===== src/rtl/spwm_pkg.sv =====
package spwm_pkg;
  typedef struct packed {
    logic sampleStb;  // carrier sits at a corner this cycle
    logic slopeUp;    // carrier is on its rising half
  } strobe_t;
endpackage


===== src/rtl/spwm_ctrl.sv =====
module spwm_ctrl #(
  parameter int CAR_BITS = 7,
  parameter int PH_BITS  = 16,
  parameter int LUT_BITS = 6
) (
  input  logic                      clk,
  input  logic                      rstN,
  input  logic [PH_BITS-1:0]        phaseStep,
  output logic [CAR_BITS:0]         carrier,
  output logic [LUT_BITS+1:0]       phaseTop,
  output spwm_pkg::strobe_t         strb
);
  localparam int CW   = CAR_BITS + 1;
  localparam int CMAX = 2 ** CAR_BITS;

  logic [CW-1:0]      cntQ;
  logic               upQ;
  logic [PH_BITS-1:0] phaseQ;
  logic               corner;

  assign corner = (cntQ == CW'(0)) || (cntQ == CW'(CMAX));

  always_ff @(posedge clk or negedge rstN) begin
    if (!rstN) begin
      cntQ   <= '0;
      upQ    <= 1'b1;
      phaseQ <= '0;
    end else begin
      cntQ <= upQ ? cntQ + CW'(1) : cntQ - CW'(1);
      if (upQ && cntQ == CW'(CMAX - 1)) upQ <= 1'b0;
      else if (!upQ && cntQ == CW'(1))  upQ <= 1'b1;
      if (corner) phaseQ <= phaseQ + phaseStep;
    end
  end

  assign carrier        = cntQ;
  assign phaseTop       = phaseQ[PH_BITS-1 -: LUT_BITS+2];
  assign strb.sampleStb = corner;
  assign strb.slopeUp   = upQ;
endmodule


===== src/rtl/spwm_deadtime.sv =====
module spwm_deadtime #(
  parameter int DT_BITS = 8
) (
  input  logic               clk,
  input  logic               rstN,
  input  logic               want,
  input  logic [DT_BITS-1:0] delay,
  output logic               gate
);
  logic [DT_BITS-1:0] dlyQ;

  always_ff @(posedge clk or negedge rstN) begin
    if (!rstN) begin
      gate <= 1'b0;
      dlyQ <= '0;
    end else if (!want) begin
      gate <= 1'b0;
      dlyQ <= '0;
    end else if (!gate) begin
      if (dlyQ >= delay) gate <= 1'b1;
      else               dlyQ <= dlyQ + DT_BITS'(1);
    end
  end
endmodule


===== src/rtl/spwm_datapath.sv =====
module spwm_datapath #(
  parameter int CAR_BITS = 7,
  parameter int MOD_BITS = 8,
  parameter int LUT_BITS = 6,
  parameter int SIN_BITS = 8,
  parameter int DT_BITS  = 8
) (
  input  logic                 clk,
  input  logic                 rstN,
  input  spwm_pkg::strobe_t    strb,
  input  logic [CAR_BITS:0]    carrier,
  input  logic [LUT_BITS+1:0]  phaseTop,
  input  logic [MOD_BITS-1:0]  modIndex,
  input  logic                 currentPos,
  input  logic [DT_BITS-1:0]   deadTime,
  output logic                 gateHigh,
  output logic                 gateLow
);
  localparam int QN   = 2 ** LUT_BITS;
  localparam int AMP  = 2 ** (SIN_BITS - 1) - 1;
  localparam int HALF = 2 ** (CAR_BITS - 1);
  localparam int CMAX = 2 ** CAR_BITS;
  localparam int SH   = SIN_BITS - 1 + MOD_BITS - (CAR_BITS - 1);
  localparam int PW   = SIN_BITS + MOD_BITS + 1;
  localparam int RW   = CAR_BITS + 1;
  localparam int TW   = ((CAR_BITS > DT_BITS) ? CAR_BITS : DT_BITS) + 3;
  localparam logic signed [TW-1:0] CMAX_S = TW'(CMAX);

  // quarter-wave sine table, filled from constants at elaboration
  logic [SIN_BITS-2:0] lut [QN];
  for (genvar k = 0; k < QN; k++) begin : g_lut
    localparam real ANG = 3.14159265358979 * (real'(k) + 0.5) / (2.0 * real'(QN));
    localparam int  VAL = $rtoi(real'(AMP) * $sin(ANG) + 0.5);
    assign lut[k] = (SIN_BITS-1)'(VAL);
  end

  logic [1:0]                quad;
  logic [LUT_BITS-1:0]       idx, addr;
  logic [SIN_BITS-2:0]       mag;
  logic signed [SIN_BITS-1:0] sineVal;
  logic signed [MOD_BITS:0]  modS;
  logic signed [PW-1:0]      prod;
  logic [RW-1:0]             refNext, vphQ;

  assign quad    = phaseTop[LUT_BITS+1 -: 2];
  assign idx     = phaseTop[LUT_BITS-1:0];
  assign addr    = quad[0] ? ~idx : idx;
  assign mag     = lut[addr];
  assign sineVal = quad[1] ? -$signed({1'b0, mag}) : $signed({1'b0, mag});
  assign modS    = $signed({1'b0, modIndex});
  assign prod    = PW'(sineVal) * PW'(modS);
  assign refNext = RW'(prod >>> SH) + RW'(HALF);

  // regular sampling: reference held between carrier corners
  always_ff @(posedge clk or negedge rstN) begin
    if (!rstN)              vphQ <= RW'(HALF);
    else if (strb.sampleStb) vphQ <= refNext;
  end

  // current- and slope-dependent threshold shift, then clamp
  logic signed [TW-1:0] vphS, dS, thrWide;
  logic [RW-1:0]        thrSat;
  logic                 nominal;

  assign vphS = signed'(TW'(vphQ));
  assign dS   = signed'(TW'(deadTime));

  always_comb begin
    if (strb.slopeUp) thrWide = currentPos ? vphS : vphS - dS;
    else              thrWide = currentPos ? vphS + dS : vphS;
    if (thrWide < 0)           thrSat = '0;
    else if (thrWide > CMAX_S) thrSat = RW'(CMAX);
    else                       thrSat = thrWide[RW-1:0];
  end

  assign nominal = thrSat > carrier;

  logic [1:0] gateVec;
  for (genvar g = 0; g < 2; g++) begin : g_leg
    spwm_deadtime #(.DT_BITS(DT_BITS)) uDt (
      .clk  (clk),
      .rstN (rstN),
      .want ((g == 0) ? nominal : !nominal),
      .delay(deadTime),
      .gate (gateVec[g])
    );
  end

  assign gateHigh = gateVec[0];
  assign gateLow  = gateVec[1];
endmodule


===== src/rtl/dtc_spwm_leg.sv =====
module dtc_spwm_leg #(
  parameter int CAR_BITS = 7,
  parameter int MOD_BITS = 8,
  parameter int PH_BITS  = 16,
  parameter int LUT_BITS = 6,
  parameter int SIN_BITS = 8,
  parameter int DT_BITS  = 8
) (
  input  logic                clk,
  input  logic                rstN,
  input  logic [MOD_BITS-1:0] modIndex,
  input  logic [PH_BITS-1:0]  phaseStep,
  input  logic                currentPos,
  input  logic [DT_BITS-1:0]  deadTime,
  output logic                gateHigh,
  output logic                gateLow
);
  spwm_pkg::strobe_t     strb;
  logic [CAR_BITS:0]     carrier;
  logic [LUT_BITS+1:0]   phaseTop;

  spwm_ctrl #(.CAR_BITS(CAR_BITS), .PH_BITS(PH_BITS), .LUT_BITS(LUT_BITS)) uCtrl (
    .clk(clk), .rstN(rstN), .phaseStep(phaseStep),
    .carrier(carrier), .phaseTop(phaseTop), .strb(strb)
  );

  spwm_datapath #(.CAR_BITS(CAR_BITS), .MOD_BITS(MOD_BITS), .LUT_BITS(LUT_BITS),
                  .SIN_BITS(SIN_BITS), .DT_BITS(DT_BITS)) uDp (
    .clk(clk), .rstN(rstN), .strb(strb), .carrier(carrier), .phaseTop(phaseTop),
    .modIndex(modIndex), .currentPos(currentPos), .deadTime(deadTime),
    .gateHigh(gateHigh), .gateLow(gateLow)
  );
endmodule


===== config.mk =====
export PLATFORM = sky130hd
export DESIGN_NAME = dtc_spwm_leg
export DESIGN_NICKNAME = d
export VERILOG_FILES = /design/src/rtl/spwm_pkg.sv /design/src/rtl/spwm_ctrl.sv /design/src/rtl/spwm_deadtime.sv /design/src/rtl/spwm_datapath.sv /design/src/rtl/dtc_spwm_leg.sv
export SDC_FILE = /design/constraint.sdc
export NUM_CORES = 1
export LEC_CHECK = 0
export ABC_AREA = 1
export CORE_AREA = 2 2 113 143
export DETAILED_ROUTE_END_ITERATION = 12
export DIE_AREA = 0 0 115 145
export DONT_BUFFER_PORTS = 1
export PLACE_DENSITY_LB_ADDON = 0.12
export SLEW_MARGIN = 25
export SYNTH_ARGS = -nofsm -noshare
export SYNTH_HDL_FRONTEND = slang
export SYNTH_HIERARCHICAL = 1
export SYNTH_SLANG_ARGS = --single-unit

===== constraint.sdc =====
create_clock -name clk -period 12.7 [get_ports clk]
set_clock_uncertainty 0.2 [all_clocks]
set_input_delay 0 -clock clk [delete_from_list [all_inputs] [get_ports clk]]
set_output_delay 0 -clock clk [all_outputs]
set_load 0.01 [all_outputs]

* Yosys cells after proc, flatten, opt, wreduce, memory -nomap -nowiden *
Memories as Yosys holds them, arrays and structs flattened.
Cells that the tools add are included.

cells by class
  add/subtract/negate cells = 9
  order comparisons = 6
  multiplexer cells = 24
  eq/ne operators = 7
  bitwise logic cells = 2
  multipliers = 1
  reductions and logical operators = 8

operators by type and width
  kind                 count
  $mux 8               10
  $mux 11              3
  $add 8x1->8 const B  3
  $mul 8x9->17         1
  $add 16x16->16       1
  $ge 8x8->1           2
  $mux 7               2
  $gt 11x9->1 const B  1
  $lt 11x1->1 const B  1
  $add 8x8->9          1
  $sub 8x8->9          1
  $add 8x8->8 const B  1
  $eq 8x1->1 const B   1
  $eq 8x7->1 const B   1
  $eq 8x8->1 const B   1
  $gt 8x8->1           1
  $logic_not 8->1      1
  $mux 1               8
  $neg 7->8            1
  $sub 8x1->8 const B  1
  $ge 7x7->1 const B   1
  $not 6->7            1
  $mux 6               1
  $not 6->6            1
  7 further kinds      11

storage, ports and cells
  word-level logic and storage cells = 66
  output and inout bits = 2
  input bits = 35
  memories kept = 1
  bits in read-only memories = 448
  flip-flop bits (word level) = 51

memory list
  memory            words  bits a word  rd ports  clocked after memory_dff  write ports  RTL line             source
  (name not given)  64     7            1         0                         0            spwm_datapath.sv:48  assign mag = lut[addr];

* Logic depth before layout (Yosys ltp) *
Gate-level depths: netlist of run 1.

  depth after elaboration = 10
  mapped depth = 44
  depth with buffers taken out = 42

* By module *
The synthesis of run 1 kept the hierarchy.

modules (own cells, without submodules)
  module         area each (um^2)  cells an instance  sequential area each (um^2)  times used
  spwm_datapath  4657.0            720                201.4                        1
  spwm_ctrl      2099.5            300                626.9                        1
  spwm_deadtime  767.0             110                225.2                        2

* Least setup slack after synthesis of run 1 *
No wires, ideal clock.

  path kind = register -> register
  start = register uCtrl.phaseQ[14]
  end = register uDp.vphQ[7]
  cell stages (with the launch flop) = 39
  arrival time = 5760 ps
  library setup time = 117 ps
  data required time = 12383 ps
  clock period less this slack = 6078 ps
  path slack = 6622 ps
  path buffers = 2
  path through = dfrtp_1 -> buf_4 -> buf_6 -> inv_6 -> nand2_1 -> nand2_2 -> inv_1 -> ha_1 -> inv_1 -> nand2_1 -> nand2_1 -> inv_1 -> nand2_1 -> nand3_1 -> nand2_1 -> clkinv_1 -> ha_1 -> inv_1 -> (+3 left out) -> nand2_1 -> nand2_2 -> nor2_1 -> fa_1 -> fa_1 -> fa_1 -> inv_1 -> fa_1 -> inv_1 -> ha_1 -> a21oi_1 -> o21ai_0 -> a21oi_1 -> nand3_1 -> nand2_1 -> nand2_1 -> nand3_1 -> nand2_1

on the way
  longest elaborated chain between the ends = 9

RTL lines
  item                                            RTL line             source
  start: declaration                              spwm_ctrl.sv:18      logic [PH_BITS-1:0] phaseQ;
  start signal: assignment                        spwm_ctrl.sv:32      if (corner) phaseQ <= phaseQ + phaseStep;
  $mux 6 (*)                                      spwm_datapath.sv:47  assign addr = quad[0] ? ~idx : idx;
  $not 6->7 (implied by the code) (*)             spwm_datapath.sv:48
  $mem_v2 64x7 (*)                                -
  $mux 7 (implied by the code) (*) (2 in series)  spwm_datapath.sv:48
  $neg 7->8                                       spwm_datapath.sv:49  assign sineVal = quad[1] ? -$signed({1'b0, mag}) : $signed({1'b0, mag});
  $mux 8 (*)                                      spwm_datapath.sv:49
  $mul 8x9->17 (*)                                spwm_datapath.sv:51  assign prod = PW'(sineVal) * PW'(modS);
  $add 8x8->8 (*)                                 spwm_datapath.sv:52  assign refNext = RW'(prod >>> SH) + RW'(HALF);
  end signal: assignment                          spwm_datapath.sv:56  if (!rstN) vphQ <= RW'(HALF);
  end signal: assignment                          spwm_datapath.sv:57  else if (strb.sampleStb) vphQ <= refNext;
  end: declaration                                spwm_datapath.sv:43  logic [RW-1:0] refNext, vphQ;

Mark *: on every way between the ends. The rest lies on a longest branch, timed or not. The select of a mux whose other input is x is not followed.
A chain may end at the register's enable or synchronous reset.

* Final worst setup path of run 1 *
Same ends and word-level chain as after synthesis.

==> Implementation_results.wiki, run 1 <==
{| class="wikitable"
! Metric !! Value
|-
| Kind of launch point of the worst setup path || flip-flop
|-
| Global-route wire length before repair || 31.8 mm
|-
| Number of cells on the worst reg-to-reg path || 36
|-
| Most common cell after layout, fill and taps aside || sky130_fd_sc_hd__nand2_1
|-
| Top achievable clock speed || about 150 MHz
|-
| Number of clock sinks || 51
|-
| Deepest clock path buffer count || 2
|-
| Worst voltage drop across the vdd grid || between 150 and 200 uV
|-
| Fin nets || 1424
|-
| Simple-Gate Fraction of Synth Area || roughly a third
|-
| Transition time at the pin with the least slew margin || approximately 590 ps
|-
| Vias per Instance || about 5.2
|-
| Routed wire per std cell || approximately 13 um
|-
| Worst Path Class, Setup || reg2reg
|-
| Adder-cell share of the synthesized area || a little over a quarter
|-
| Flops & latches, synth || slightly above 50
|-
| Compound-gate portion of the synthesized area || between 7 and 8%
|-
| Worst Hold End || uDp/g_leg[1].uDt/dlyQ[7]
|-
| Number of max-cap violations || 0
|-
| Leakage || between 4 and 5 nW
|-
| Post-CTS setup buffers || 0
|-
| Clock H-tree levels || 2
|-
| Count of buffers from port buffering || 0
|-
| Max incr delay on CP || 730 ps
|-
| Total routed wirelength || between 15 and 20 mm
|-
| Worst flop-to-flop path endpoint || uDp/vphQ[7]
|-
| Final worst hold slack || around 34 ps
|-
| Class of the tightest hold or removal check || in2reg
|-
| Die Y || between 100 and 150 um
|-
| Share of synthesized area spent on multiplexers || 0%
|-
| Clock buffers created by TritonCTS || 5
|-
| Power density relative to cell area || 218 nW/um2
|-
| Endpoints failing setup || 0
|-
| Clk pin slew, worst setup/hold paths || ~80 ps
|-
| GPL Wtd Cong || a little over 0.9
|-
| Global router's overall resource usage || 22.7%
|-
| Fin Setup TNS || 0 ps
|-
| Library cell used as clock root buffer || sky130_fd_sc_hd__clkbuf_16
|-
| Clock network latency to the later pin of the worst-skew pair || 300 ps
|-
| Width of the chip || approximately 120 um
|-
| Total grt overflow || 0
|-
| Tightest slew margin relative to the limit || 60.5%
|-
| Final standard cell utilization of the core || about 57%
|-
| Post-cts sizing count || 0
|-
| Share of flip-flops with an asynchronous set or reset || 100%
|-
| Period Utilization, post-route || between 50% and 60%
|-
| Sequential fraction of the synthesis area || 15.4%
|-
| Pre-Repair DR Iteration Count || 5
|-
| Startpoint of the worst register-to-register path || uCtrl/phaseQ[14]
|-
| Fraction of final layout cells with drive strength greater than 1 || under 10%
|-
| Unique cell type count in the Yosys netlist || 58
|-
| Full die area || 16700 um2
|-
| ANT nets after route || 0
|-
| Top_reg_cell synth || sky130_fd_sc_hd__dfrtp_1
|-
| Number of antenna violations at the first check in global routing || 0
|-
| Pins Over Slew Limit || 0
|-
| Syn. warnings || 6
|-
| Flop2flop setup slack || 5970 ps
|-
| HPWL reported at the end of detailed placement || 14.6 mm
|-
| Share of the synthesized area in the top cell type || 17.1%
|-
| Total power after layout || 1.89 mW
|-
| Max stage delay cell, worst path || sky130_fd_sc_hd__dfrtp_1
|-
| Layout area overhead || 4.63%
|-
| Most used cells in the layout excluding fill and tap cells || 341 x sky130_fd_sc_hd__nand2_1, 208 x sky130_fd_sc_hd__inv_1, 119 x sky130_fd_sc_hd__nor2_1, 113 x sky130_fd_sc_hd__ha_1, 96 x sky130_fd_sc_hd__nand3_1
|-
| Synthesized area || ~8300 um2
|-
| Area of all placed cells without fillers || approximately 8700 um2
|-
| Top-level I/O count || 37
|-
| Hold Violations, Final || 0
|-
| Data arrival, critical path || ~6700 ps
|-
| Critical path capture point type || flip-flop
|-
| Hold path start || deadTime[7]
|-
| RSZ-0062 raised after global routing || false
|-
| Worst path most repeated cell || sky130_fd_sc_hd__nand2_1
|-
| Worst Hold Depth || 7
|-
| Most area-hungry cell type in the Yosys netlist || sky130_fd_sc_hd__ha_1
|-
| Vias in the first global route || 7121
|-
| Share of the synthesized netlist area taken by xor and xnor gates || between 2 and 3%
|-
| Result of the run || complete, no violations
|-
| Instance count of the mapped netlist || roughly 1200
|-
| Cells taking the most area after synthesis || sky130_fd_sc_hd__ha_1 17%, sky130_fd_sc_hd__nand2_1 15%, sky130_fd_sc_hd__dfrtp_1 15%, sky130_fd_sc_hd__inv_1 9.4%, sky130_fd_sc_hd__fa_1 9.2%
|-
| Number of violations reported at the end of detailed-routing iteration 0 || between 300 and 400
|-
| DRC || 0
|-
| TritonCTS clock tree || done
|-
| Average footprint of a synthesized cell || approximately 6.7 um2
|-
| Main combinational cell family by area after synthesis || simple AND/OR/NAND/NOR gates
|-
| Number of diodes || 0
|-
| EDFF count, synth || 0
|-
| Max Fanout on Critical Path || 12
|-
| Initial core utilization || a little over half
|-
| Required @ worst endpoint || about 13000 ps
|-
| Time the worst path needs with I/O delays and setup || 6730 ps
|-
| Area of the core || between 15000 and 20000 um2
|-
| Total via count in the routed design || ~7400
|-
| Total cell area at the placement stage || between 8000 and 9000 um2
|-
| Post-synthesis net count || around 1400
|-
| Maximum number of pins on one net before global-route repair || 52
|-
| Hold-fix buffer count after cts || 19
|-
| Number of standard-cell rows in the floorplan || 51
|-
| Filler cell count || 1551
|}
-- per-stage QoR --
| step | setup WS, ps | instances |
|---|---|---|
| global placement | 6190 | 1397 |
| floorplan | 6620 | 1240 |
| finish | 5970 | 1424 |
| detailed placement | 5980 | 1397 |
| global route | 5420 | 1424 |
| CTS | 5960 | 1424 |
-- report_power, final --
group | total, mW | internal (mW) | switching, mW
Clock | 0.145 | 0.0791 | 0.0664
Sequential | 0.240 | 0.192 | 0.0475
Combinational | 1.50 | 0.584 | 0.919
Total | 1.89 | 0.855 | 1.03
-- per-layer routing --
metal | track usage (%) | part of all wire [%] | vias to the layer above
met2 | 39.7 | 49 | 119
met5 | 0 | 0 | -
met4 | 4.52 | 1.3 | 0
li1 | - | - | 3881
met1 | 30.3 | 46 | 3426
met3 | 2.13 | 3.0 | 15
-- cell type report --
class	instances	area [um2]	area share, %
sequential	51	1280	14.7
inverter	223	846	9.75
tap	185	231	2.67
multi-input combinational	937	5950	68.6
clock inverter	2	13.8	0.159
timing repair buffer	20	215	2.48
clock buffer	6	139	1.60
-- synth_stat cells (2+ instances only) --
cell type / instances
sky130_fd_sc_hd__nand3_2: 4
sky130_fd_sc_hd__o211ai_1: 4
sky130_fd_sc_hd__inv_2: 8
sky130_fd_sc_hd__or2_1: 2
sky130_fd_sc_hd__xor2_1: 13
sky130_fd_sc_hd__nor2_4: 4
sky130_fd_sc_hd__nand2_2: 25
sky130_fd_sc_hd__buf_4: 10
sky130_fd_sc_hd__a21boi_0: 4
sky130_fd_sc_hd__nand2_4: 8
sky130_fd_sc_hd__clkbuf_1: 4
sky130_fd_sc_hd__o21ai_2: 2
sky130_fd_sc_hd__dfrtp_1: 49
sky130_fd_sc_hd__dfstp_2: 2
sky130_fd_sc_hd__a21oi_1: 48
sky130_fd_sc_hd__a21oi_2: 2
sky130_fd_sc_hd__nor3_1: 7
sky130_fd_sc_hd__clkinv_1: 4
sky130_fd_sc_hd__inv_1: 208
sky130_fd_sc_hd__nor2_2: 6
sky130_fd_sc_hd__o21ai_1: 2
sky130_fd_sc_hd__nand3b_1: 7
sky130_fd_sc_hd__a31oi_1: 4
sky130_fd_sc_hd__nand3_1: 96
sky130_fd_sc_hd__ha_1: 113
sky130_fd_sc_hd__buf_6: 5
sky130_fd_sc_hd__nor2_1: 119
sky130_fd_sc_hd__buf_2: 7
sky130_fd_sc_hd__nand4_1: 22
sky130_fd_sc_hd__or2_0: 3
sky130_fd_sc_hd__nand2_1: 341
sky130_fd_sc_hd__o21bai_1: 6
sky130_fd_sc_hd__fa_1: 38
sky130_fd_sc_hd__xnor2_1: 7
sky130_fd_sc_hd__o21ai_0: 32
sky130_fd_sc_hd__or2_2: 2
-- registers in the layout (all words and copies together) (netlist names) --
signal	count
uCtrl/phaseQ	16
uDp/g_leg.uDt/dlyQ	16
uCtrl/carrier	8
uDp/vphQ	8
uDp/g_leg.uDt/gate	2
uCtrl/upQ	1
-- how the worst max path moves through the flow --
stage	end	start	cells past startpoint	slack, ps
finish	uDp/vphQ[7]	uCtrl/phaseQ[14]	36	5970
global route	uDp/vphQ[7]	uCtrl/phaseQ[14]	35	5420
CTS	uDp/vphQ[7]	uCtrl/phaseQ[14]	36	5960
detailed placement	uDp/vphQ[7]	uCtrl/phaseQ[14]	36	5980
global placement	uDp/vphQ[7]	uCtrl/phaseQ[14]	36	6190
floorplan	uDp/vphQ[7]	uCtrl/phaseQ[14]	38	6620
-- worst max-delay path: cells and delay by family (launching register included) --
family	cells	cell delay [ps]
AOI/OAI and AO/OA	2	350
adders and majority gates	7	2850
buffers and inverters	7	690
DFF	1	730
and+or+nand+nor	20	1740
-- cell families (layout without fill, tap and decap cells) --
| kind of cell | after synthesis | after routing |
|---|---|---|
| fa+ha+maj | 151 | 151 |
| buf+inv | 252 | 251 |
| compound gates | 111 | 111 |
| flops | 51 | 51 |
| simple gates | 653 | 653 |
| xor+xnor | 22 | 22 |
No activity file was read; power rests on OpenSTA's default activity.
==> run 2, diff against run 1 <==
- ABC_AREA: 1 -> 0
- CORE_AREA: 2 2 113 143 -> 2 2 112 141
- DIE_AREA: 0 0 115 145 -> 0 0 114 143
- clock period: 12.7 -> 7.05 ns (I/O delays scaled with it)
==> run 2 against run 1 <==
Net effect: the run now ends with negative setup slack left; power grew 120%; wire length grew 12%; cell area grew 11%; critical endpoint unchanged; largest cell class unchanged; highest routed layer unchanged.
==> Implementation_results.wiki, run 2 <==
{| class="wikitable"
! Metric !! Value
|-
| Area of the core || 14900 um2 (was 15300 um2)
|-
| Worst Hold Depth || 3 (was 7)
|-
| Average footprint of a synthesized cell || 8.46 um2 (was 6.69 um2)
|-
| Top_reg_cell synth || sky130_fd_sc_hd__dfrtp_1 (unchanged)
|-
| Kind of launch point of the worst setup path || flip-flop (unchanged)
|-
| ANT nets after route || 0 (unchanged)
|-
| Library cell used as clock root buffer || sky130_fd_sc_hd__clkbuf_16 (unchanged)
|-
| Full die area || 16300 um2 (was 16700 um2)
|-
| Synthesized area || 8090 um2 (was 8290 um2)
|-
| Top achievable clock speed || 138 MHz (was 149 MHz)
|-
| Number of standard-cell rows in the floorplan || 50 (was 51)
|-
| Number of violations reported at the end of detailed-routing iteration 0 || 370 (was 378)
|-
| Unique cell type count in the Yosys netlist || 97 (was 58)
|-
| Syn. warnings || 6 (unchanged)
|-
| Period Utilization, post-route || 103% (was 53.0%)
|-
| Vias per Instance || 5.95 (was 5.23)
|-
| HPWL reported at the end of detailed placement || 15.7 mm (was 14.6 mm)
|-
| Most area-hungry cell type in the Yosys netlist || sky130_fd_sc_hd__ha_1 (unchanged)
|-
| Worst path most repeated cell || sky130_fd_sc_hd__buf_4 (was sky130_fd_sc_hd__nand2_1)
|-
| Global-route wire length before repair || 34.9 mm (was 31.8 mm)
|-
| Endpoints failing setup || 5 (was 0)
|-
| Area of all placed cells without fillers || 9600 um2 (was 8670 um2)
|-
| Max stage delay cell, worst path || sky130_fd_sc_hd__dfrtp_2 (was sky130_fd_sc_hd__dfrtp_1)
|-
| Pre-Repair DR Iteration Count || 5 (unchanged)
|-
| Startpoint of the worst register-to-register path || uCtrl/phaseQ[14] (unchanged)
|-
| Most common cell after layout, fill and taps aside || sky130_fd_sc_hd__ha_1 (was sky130_fd_sc_hd__nand2_1)
|-
| Setup slack at placement || -373 ps (was 5980 ps)
|-
| Max incr delay on CP || 490 ps (was 730 ps)
|-
| Pins Over Slew Limit || 0 (unchanged)
|-
| Result of the run || finished, violations left (was complete, no violations)
|-
| Die Y || 143 um (was 145 um)
|-
| Most instantiated library cell after synthesis || sky130_fd_sc_hd__ha_1 (was sky130_fd_sc_hd__nand2_1)
|-
| Flop2flop setup slack || -220 ps (was 5970 ps)
|-
| Critical Path Start || uCtrl/phaseQ[14] (unchanged)
|-
| Clk pin slew, worst setup/hold paths || 80 ps (about the same)
|-
| Final worst-path setup slack || -219 ps (was 5970 ps)
|-
| Worst Hold End || uCtrl/phaseQ[12] (was uDp/g_leg[1].uDt/dlyQ[7])
|-
| Violated checks || negative setup slack
|-
| TritonCTS clock tree || done (unchanged)
|-
| Total via count in the routed design || 7278 (was 7441)
|-
| Count of buffers from port buffering || 0 (unchanged)
|-
| Required @ worst endpoint || 7030 ps (was 12680 ps)
|-
| Width of the chip || 114 um (was 115 um)
|-
| DP Cell Count || 1165 (was 1397)
|-
| Instance count of the mapped netlist || 957 (was 1240)
|-
| Share of flip-flops with an asynchronous set or reset || 100% (unchanged)
|-
| Total cell area at the placement stage || 8690 um2 (was 8310 um2)
|-
| Most used cells in the layout excluding fill and tap cells || 104 x sky130_fd_sc_hd__ha_1, 100 x sky130_fd_sc_hd__buf_4, 96 x sky130_fd_sc_hd__inv_1, 64 x sky130_fd_sc_hd__a21oi_1, 60 x sky130_fd_sc_hd__nand2_1 (was 341 x sky130_fd_sc_hd__nand2_1, 208 x sky130_fd_sc_hd__inv_1, 119 x sky130_fd_sc_hd__nor2_1, 113 x sky130_fd_sc_hd__ha_1, 96 x sky130_fd_sc_hd__nand3_1)
|-
| Hold Violations, Final || 0 (unchanged)
|-
| Leading registers by flop count || uCtrl/phaseQ: 16 flops, uDp/g_leg.uDt/dlyQ: 16 flops (unchanged)
|-
| Share of the synthesized area in the top cell type || 17.5% (was 17.1%)
|-
| DRC || 0 (unchanged)
|-
| Initial core utilization || 54.4% (was 54.1%)
|-
| Number of antenna violations at the first check in global routing || 0 (unchanged)
|-
| Hold path start || phaseStep[12] (was deadTime[7])
|-
| Total grt overflow || 0 (unchanged)
|-
| Tightest slew margin relative to the limit || 39.3% (was 60.5%)
|-
| Leakage || 4.53 nW (was 4.97 nW)
|-
| Routed wire per std cell || 16.8 um (was 12.9 um)
|-
| Time the worst path needs with I/O delays and setup || 7270 ps (was 6730 ps)
|-
| Worst flop-to-flop path endpoint || uDp/vphQ[7] (unchanged)
|-
| Cells taking the most area after synthesis || sky130_fd_sc_hd__ha_1 17%, sky130_fd_sc_hd__dfrtp_1 15%, sky130_fd_sc_hd__fa_1 9.4%, sky130_fd_sc_hd__inv_1 4.8%, sky130_fd_sc_hd__a21oi_1 4.1% (was sky130_fd_sc_hd__ha_1 17%, sky130_fd_sc_hd__nand2_1 15%, sky130_fd_sc_hd__dfrtp_1 15%, sky130_fd_sc_hd__inv_1 9.4%, sky130_fd_sc_hd__fa_1 9.2%)
|-
| Worst Path Class, Setup || reg2reg (unchanged)
|-
| Worst voltage drop across the vdd grid || 491 uV (was 151 uV)
|-
| Deepest clock path buffer count || 2 (unchanged)
|-
| Number of max-cap violations || 0 (unchanged)
|-
| RSZ-0062 raised after global routing || true (was false)
|-
| Number of clock sinks || 51 (unchanged)
|-
| Post-route insts no fill || 1223 (was 1424)
|-
| EDFF count, synth || 0 (unchanged)
|-
| Fin Setup TNS || -572 ps (was 0 ps)
|-
| Top-level I/O count || 37 (unchanged)
|-
| Layout area overhead || 18.6% (was 4.63%)
|-
| Global-route track usage on met3 || 2.46% (was 2.13%)
|-
| Power density relative to cell area || 440 nW/um2 (was 218 nW/um2)
|-
| Vias in the first global route || 7495 (was 7121)
|-
| Total routed wirelength || 20.6 mm (was 18.4 mm)
|-
| Clock H-tree levels || 2 (unchanged)
|-
| Clock network latency to the later pin of the worst-skew pair || 300 ps (about the same)
|-
| Maximum number of pins on one net before global-route repair || 52 (unchanged)
|-
| Data arrival, critical path || 7250 ps (was 6710 ps)
|-
| Critical path capture point type || flip-flop (unchanged)
|-
| Global router's overall resource usage || 26.1% (was 22.7%)
|-
| Sequential fraction of the synthesis area || 15.8% (was 15.4%)
|-
| Number of cells on the worst reg-to-reg path || 40 (was 36)
|-
| Flops & latches, synth || 51 (unchanged)
|-
| Fraction of final layout cells with drive strength greater than 1 || 20.7% (was 6.78%)
|-
| Global routing met1 resource utilization || 30.6% (was 30.3%)
|-
| Clock buffers created by TritonCTS || 5 (unchanged)
|-
| Transition time at the pin with the least slew margin || 906 ps (was 593 ps)
|-
| Class of the tightest hold or removal check || in2reg (unchanged)
|-
| Number of diodes || 0 (unchanged)
|-
| Global routing usage on met2 || 48.7% (was 39.7%)
|-
| Cell types with the highest counts after synthesis || 113 x sky130_fd_sc_hd__ha_1, 104 x sky130_fd_sc_hd__inv_1, 66 x sky130_fd_sc_hd__a21oi_1 (was 341 x sky130_fd_sc_hd__nand2_1, 208 x sky130_fd_sc_hd__inv_1, 119 x sky130_fd_sc_hd__nor2_1)
|-
| Post-synthesis net count || 1143 (was 1426)
|-
| Max Fanout on Critical Path || 4 (was 12)
|-
| GPL Wtd Cong || 0.911 (was 0.906)
|-
| GRT Max-Usage Layer || met2 (unchanged)
|-
| Fin nets || 1226 (was 1424)
|}
==> run 2: per-layer routing <==
metal	share of wire, %	vias to the layer above
met5	0	-
met4	3.5	0
met3	3.8	56
met2	53	163
met1	40	3527
li1	-	3532
==> run 2: critical path, delay by kind of cell (launching register included) <==
kind                     cells  cell delay [ps]
flip-flops                   1              490
multiplexers                 2              370
XOR/XNOR                     3              510
adder cells (fa/ha/maj)      4             1090
AO/OA/AOI/OAI                4              950
AND/OR/NAND/NOR              4              840
buffers and inverters       23             2730
==> run 2: worst max path at each step <==
stage,to,slack (ps)
after detailed placement,uDp/vphQ[7],-370
after global routing,uDp/vphQ[7],-410
after CTS,uDp/vphQ[7],-170
after global placement,uDp/vphQ[7],-180
final,uDp/vphQ[7],-220
after floorplan,uDp/vphQ[7],-260
==> run 2: repair_timing <==
| item | CTS | global route |
|---|---|---|
| gates resized for setup | 30 | 33 |
| hold buffers | 15 | 0 |
| hold endpoints to repair | 64 | 0 |
| buffers inserted | 29 | 7 |
| pin swaps | 19 | 25 |
| setup endpoints to repair | 5 | 6 |
==> run 2: stage by stage <==
step	hold slack [ps]	total power [mW]	utilization (%)
finish	7.00	4.23	64.5
global route	58.0	4.66	64.5
detailed placement	-495	3.36	58.4
global placement	-494	3.26	58.4
CTS	6.10	4.05	63.0
floorplan	-496	2.55	-
==> run 2: layout make-up <==
class,instances,area [um2]
Clock inverter,3,46.3
Timing Repair Buffer,123,1020
Fill cell,1279,5290
Tap cell,182,228
Inverter,105,397
Clock buffer,5,125
Sequential cell,51,1280
Multi-Input combinational cell,754,6510
==> run 2: kinds of logic (layout without fill, tap and decap cells) <==
kind of cell	count (synthesis)	in the layout	share of synthesized area (%)
AOI/OAI and AO/OA	244	244	20.6
xor gates and xnor gates	43	43	4.65
adders and majority gates	151	151	26.9
buffers and inverters	152	236	8.64
DFF	51	51	15.8
muxes	20	20	2.60
and+or+nand+nor	296	296	20.8
==> run 2: power by group <==
group / internal (mW) / total (mW) / switching (mW)
Combinational: 1.80 / 3.53 / 1.72
Sequential: 0.343 / 0.414 / 0.0712
Clock: 0.169 / 0.286 / 0.117
Total: 2.31 / 4.23 / 1.91
==> run 3, diff against run 2 <==
- PLACE_DENSITY: unset -> 0.69
- PLACE_DENSITY_LB_ADDON: 0.12 -> unset
==> run 3 against run 2 <==
Net effect: the flow still finishes with violations (negative setup slack); critical path depth down 11; core utilization decreased by 3.0 points; die area is the same; wire length decreased by 8.4%; sequential power is essentially flat; non-clock buffer count decreased by 33; flip-flop and latch count unchanged; worst setup slack gained 48 ps; count of clock-buffer cells in the layout up 2; via count down 4.2%; cell area is 4.7% lower; power decreased by 9.2%; critical endpoint unchanged.
==> Implementation_results.wiki, run 3 (synthesized netlist as in run 2, its figures left out) <==
{| class="wikitable"
! Metric !! Value
|-
| Result of the run || finished, violations left (unchanged)
|-
| Violated checks || negative setup slack (unchanged)
|-
| Full die area || 16300 um2 (unchanged)
|-
| Global routing usage on met2 || 45.4% (was 48.7%)
|-
| Maximum number of pins on one net before global-route repair || 52 (unchanged)
|-
| Most common cell after layout, fill and taps aside || sky130_fd_sc_hd__ha_1 (unchanged)
|-
| Tightest slew margin relative to the limit || 38.8% (was 39.3%)
|-
| ANT nets after route || 0 (unchanged)
|-
| Time the worst path needs with I/O delays and setup || 7220 ps (was 7270 ps)
|-
| Data arrival, critical path || 7200 ps (was 7250 ps)
|-
| Power density relative to cell area || 420 nW/um2 (was 440 nW/um2)
|-
| Hold Violations, Final || 0 (unchanged)
|-
| Pins Over Slew Limit || 0 (unchanged)
|-
| Number of max-cap violations || 0 (unchanged)
|-
| Fraction of final layout cells with drive strength greater than 1 || 16.3% (was 20.7%)
|-
| HPWL reported at the end of detailed placement || 14.7 mm (was 15.7 mm)
|-
| Max stage delay cell, worst path || sky130_fd_sc_hd__fa_1 (was sky130_fd_sc_hd__dfrtp_2)
|-
| Die Y || 143 um (unchanged)
|-
| DRC || 0 (unchanged)
|-
| Top achievable clock speed || 138 MHz (about the same)
|-
| Number of violations reported at the end of detailed-routing iteration 0 || 335 (was 370)
|-
| Routed wire per std cell || 15.8 um (was 16.8 um)
|-
| Kind of launch point of the worst setup path || flip-flop (unchanged)
|-
| GPL Wtd Cong || 0.920 (was 0.911)
|-
| Global-route track usage on met3 || 2.67% (was 2.46%)
|-
| Worst voltage drop across the vdd grid || 355 uV (was 491 uV)
|-
| Clk pin slew, worst setup/hold paths || 70 ps (was 80 ps)
|-
| Leading registers by flop count || uCtrl/phaseQ: 16 flops, uDp/g_leg.uDt/dlyQ: 16 flops (unchanged)
|-
| Total routed wirelength || 18.9 mm (was 20.6 mm)
|-
| Initial core utilization || 54.4% (unchanged)
|-
| Clock buffers created by TritonCTS || 5 (unchanged)
|-
| Worst Path Class, Setup || reg2reg (unchanged)
|-
| Period Utilization, post-route || 102% (was 103%)
|-
| Vias per Instance || 5.86 (was 5.95)
|-
| Number of standard-cell rows in the floorplan || 50 (unchanged)
|-
| GRT Max-Usage Layer || met2 (unchanged)
|-
| Required @ worst endpoint || 7030 ps (about the same)
|-
| Max incr delay on CP || 530 ps (was 490 ps)
|-
| Number of clock sinks || 51 (unchanged)
|-
| Multi-input logic area || 6350 um2 (was 6510 um2)
|-
| Total grt overflow || 0 (unchanged)
|-
| Layout area overhead || 13.0% (was 18.6%)
|-
| Clock network latency to the later pin of the worst-skew pair || 300 ps (about the same)
|-
| Delay-heaviest family, CP || adder cells (was buffers and inverters)
|-
| Global routing met1 resource utilization || 28.1% (was 30.6%)
|-
| TritonCTS clock tree || done (unchanged)
|-
| Final worst-path setup slack || -171 ps (was -219 ps)
|-
| Library cell used as clock root buffer || sky130_fd_sc_hd__clkbuf_16 (unchanged)
|-
| Fin Setup TNS || -394 ps (was -572 ps)
|-
| Startpoint of the worst register-to-register path || uCtrl/phaseQ[14] (unchanged)
|-
| Sequential cell area in the final layout || 1280 um2 (unchanged)
|-
| Width of the chip || 114 um (unchanged)
|-
| Number of diodes || 0 (unchanged)
|-
| Max Fanout on Critical Path || 4 (unchanged)
|-
| Filler cell count || 1298 (was 1279)
|-
| Class of the tightest hold or removal check || in2async (was in2reg)
|-
| Critical Path Start || uCtrl/phaseQ[14] (unchanged)
|-
| Leakage || 4.34 nW (was 4.53 nW)
|-
| RSZ-0062 raised after global routing || true (unchanged)
|-
| Fin nets || 1193 (was 1226)
|-
| DP Cell Count || 1159 (was 1165)
|-
| Transition time at the pin with the least slew margin || 912 ps (was 906 ps)
|-
| Critical path capture point type || flip-flop (unchanged)
|-
| Post-route insts no fill || 1190 (was 1223)
|-
| Area of the core || 14900 um2 (unchanged)
|-
| Count of buffers from port buffering || 0 (unchanged)
|-
| Deepest clock path buffer count || 2 (unchanged)
|-
| Endpoints failing setup || 4 (was 5)
|-
| Top-level I/O count || 37 (unchanged)
|-
| Number of antenna violations at the first check in global routing || 0 (unchanged)
|-
| Combined buffer and inverter count along the critical path || 7 (was 23)
|-
| Global-route wire length before repair || 32.2 mm (was 34.9 mm)
|-
| Vias in the first global route || 6978 (was 7495)
|-
| Global router's overall resource usage || 24.0% (was 26.1%)
|-
| Most used cells in the layout excluding fill and tap cells || 107 x sky130_fd_sc_hd__ha_1, 99 x sky130_fd_sc_hd__inv_1, 73 x sky130_fd_sc_hd__buf_4, 65 x sky130_fd_sc_hd__a21oi_1, 60 x sky130_fd_sc_hd__nand2_1 (was 104 x sky130_fd_sc_hd__ha_1, 100 x sky130_fd_sc_hd__buf_4, 96 x sky130_fd_sc_hd__inv_1, 64 x sky130_fd_sc_hd__a21oi_1, 60 x sky130_fd_sc_hd__nand2_1)
|-
| Total via count in the routed design || 6972 (was 7278)
|-
| Clock H-tree levels || 2 (unchanged)
|-
| Pre-Repair DR Iteration Count || 5 (unchanged)
|}
[run 3: layout make-up]
type | count | share of cell area [%]
flip-flops and latches | 51 | 14.0
multi-input cells | 754 | 69.4
clock inverters | 1 | 0.0957
clock buffers | 7 | 1.56
well taps | 182 | 2.49
inverters | 105 | 4.34
repair buffers | 90 | 8.16
[run 3: through the flow]
step                instance area, um2  utilization (%)  total power, mW  hold WS, ps  setup WS (ps)
finish                            9150             61.4             3.84         5.47           -171
global placement                  8650             58.1             3.26         -495           -207
floorplan                         8230                -             2.55         -496           -255
global route                      9150             61.4             4.28         22.6           -487
detailed placement                8650             58.1             3.30         -495           -309
CTS                               9090             61.1             3.78         12.3           -171
[run 3: metal layers]
metal  vias to the layer above  wire, um  share of wire, %
met3                        30       783               4.2
met5                         -         0                 0
li1                       3473         -                 -
met2                       138      9890                52
met4                         0       389               2.1
met1                      3331      7790                41
[run 3: power by group]
group / internal (mW) / total, mW / switching, mW
registers: 0.343 / 0.411 / 0.0675
clock network: 0.142 / 0.254 / 0.112
logic: 1.59 / 3.17 / 1.59
[run 3: path summary, 6_finish.rpt]
check	end	slack, ps	cells after the start
worst max register to register	uDp/vphQ[7]	-170	29
min in group clk	uCtrl/phaseQ[9]	30	3
worst min register to register	uCtrl/phaseQ[6]	280	2
max in group asynchronous	uDp/vphQ[6]	6350	2
worst max-delay path	uDp/vphQ[7]	-170	29
worst min-delay path	uCtrl/phaseQ[14]	5	2
[run 3: what timing repair did]
action / in CTS / in global routing
resized for setup: 19 / 9
setup endpoints to repair: 5 / 8
pin swaps: 10 / 8
endpoints found under the hold margin: 63 / 0
hold buffers: 15 / 0
setup buffers: 7 / 3
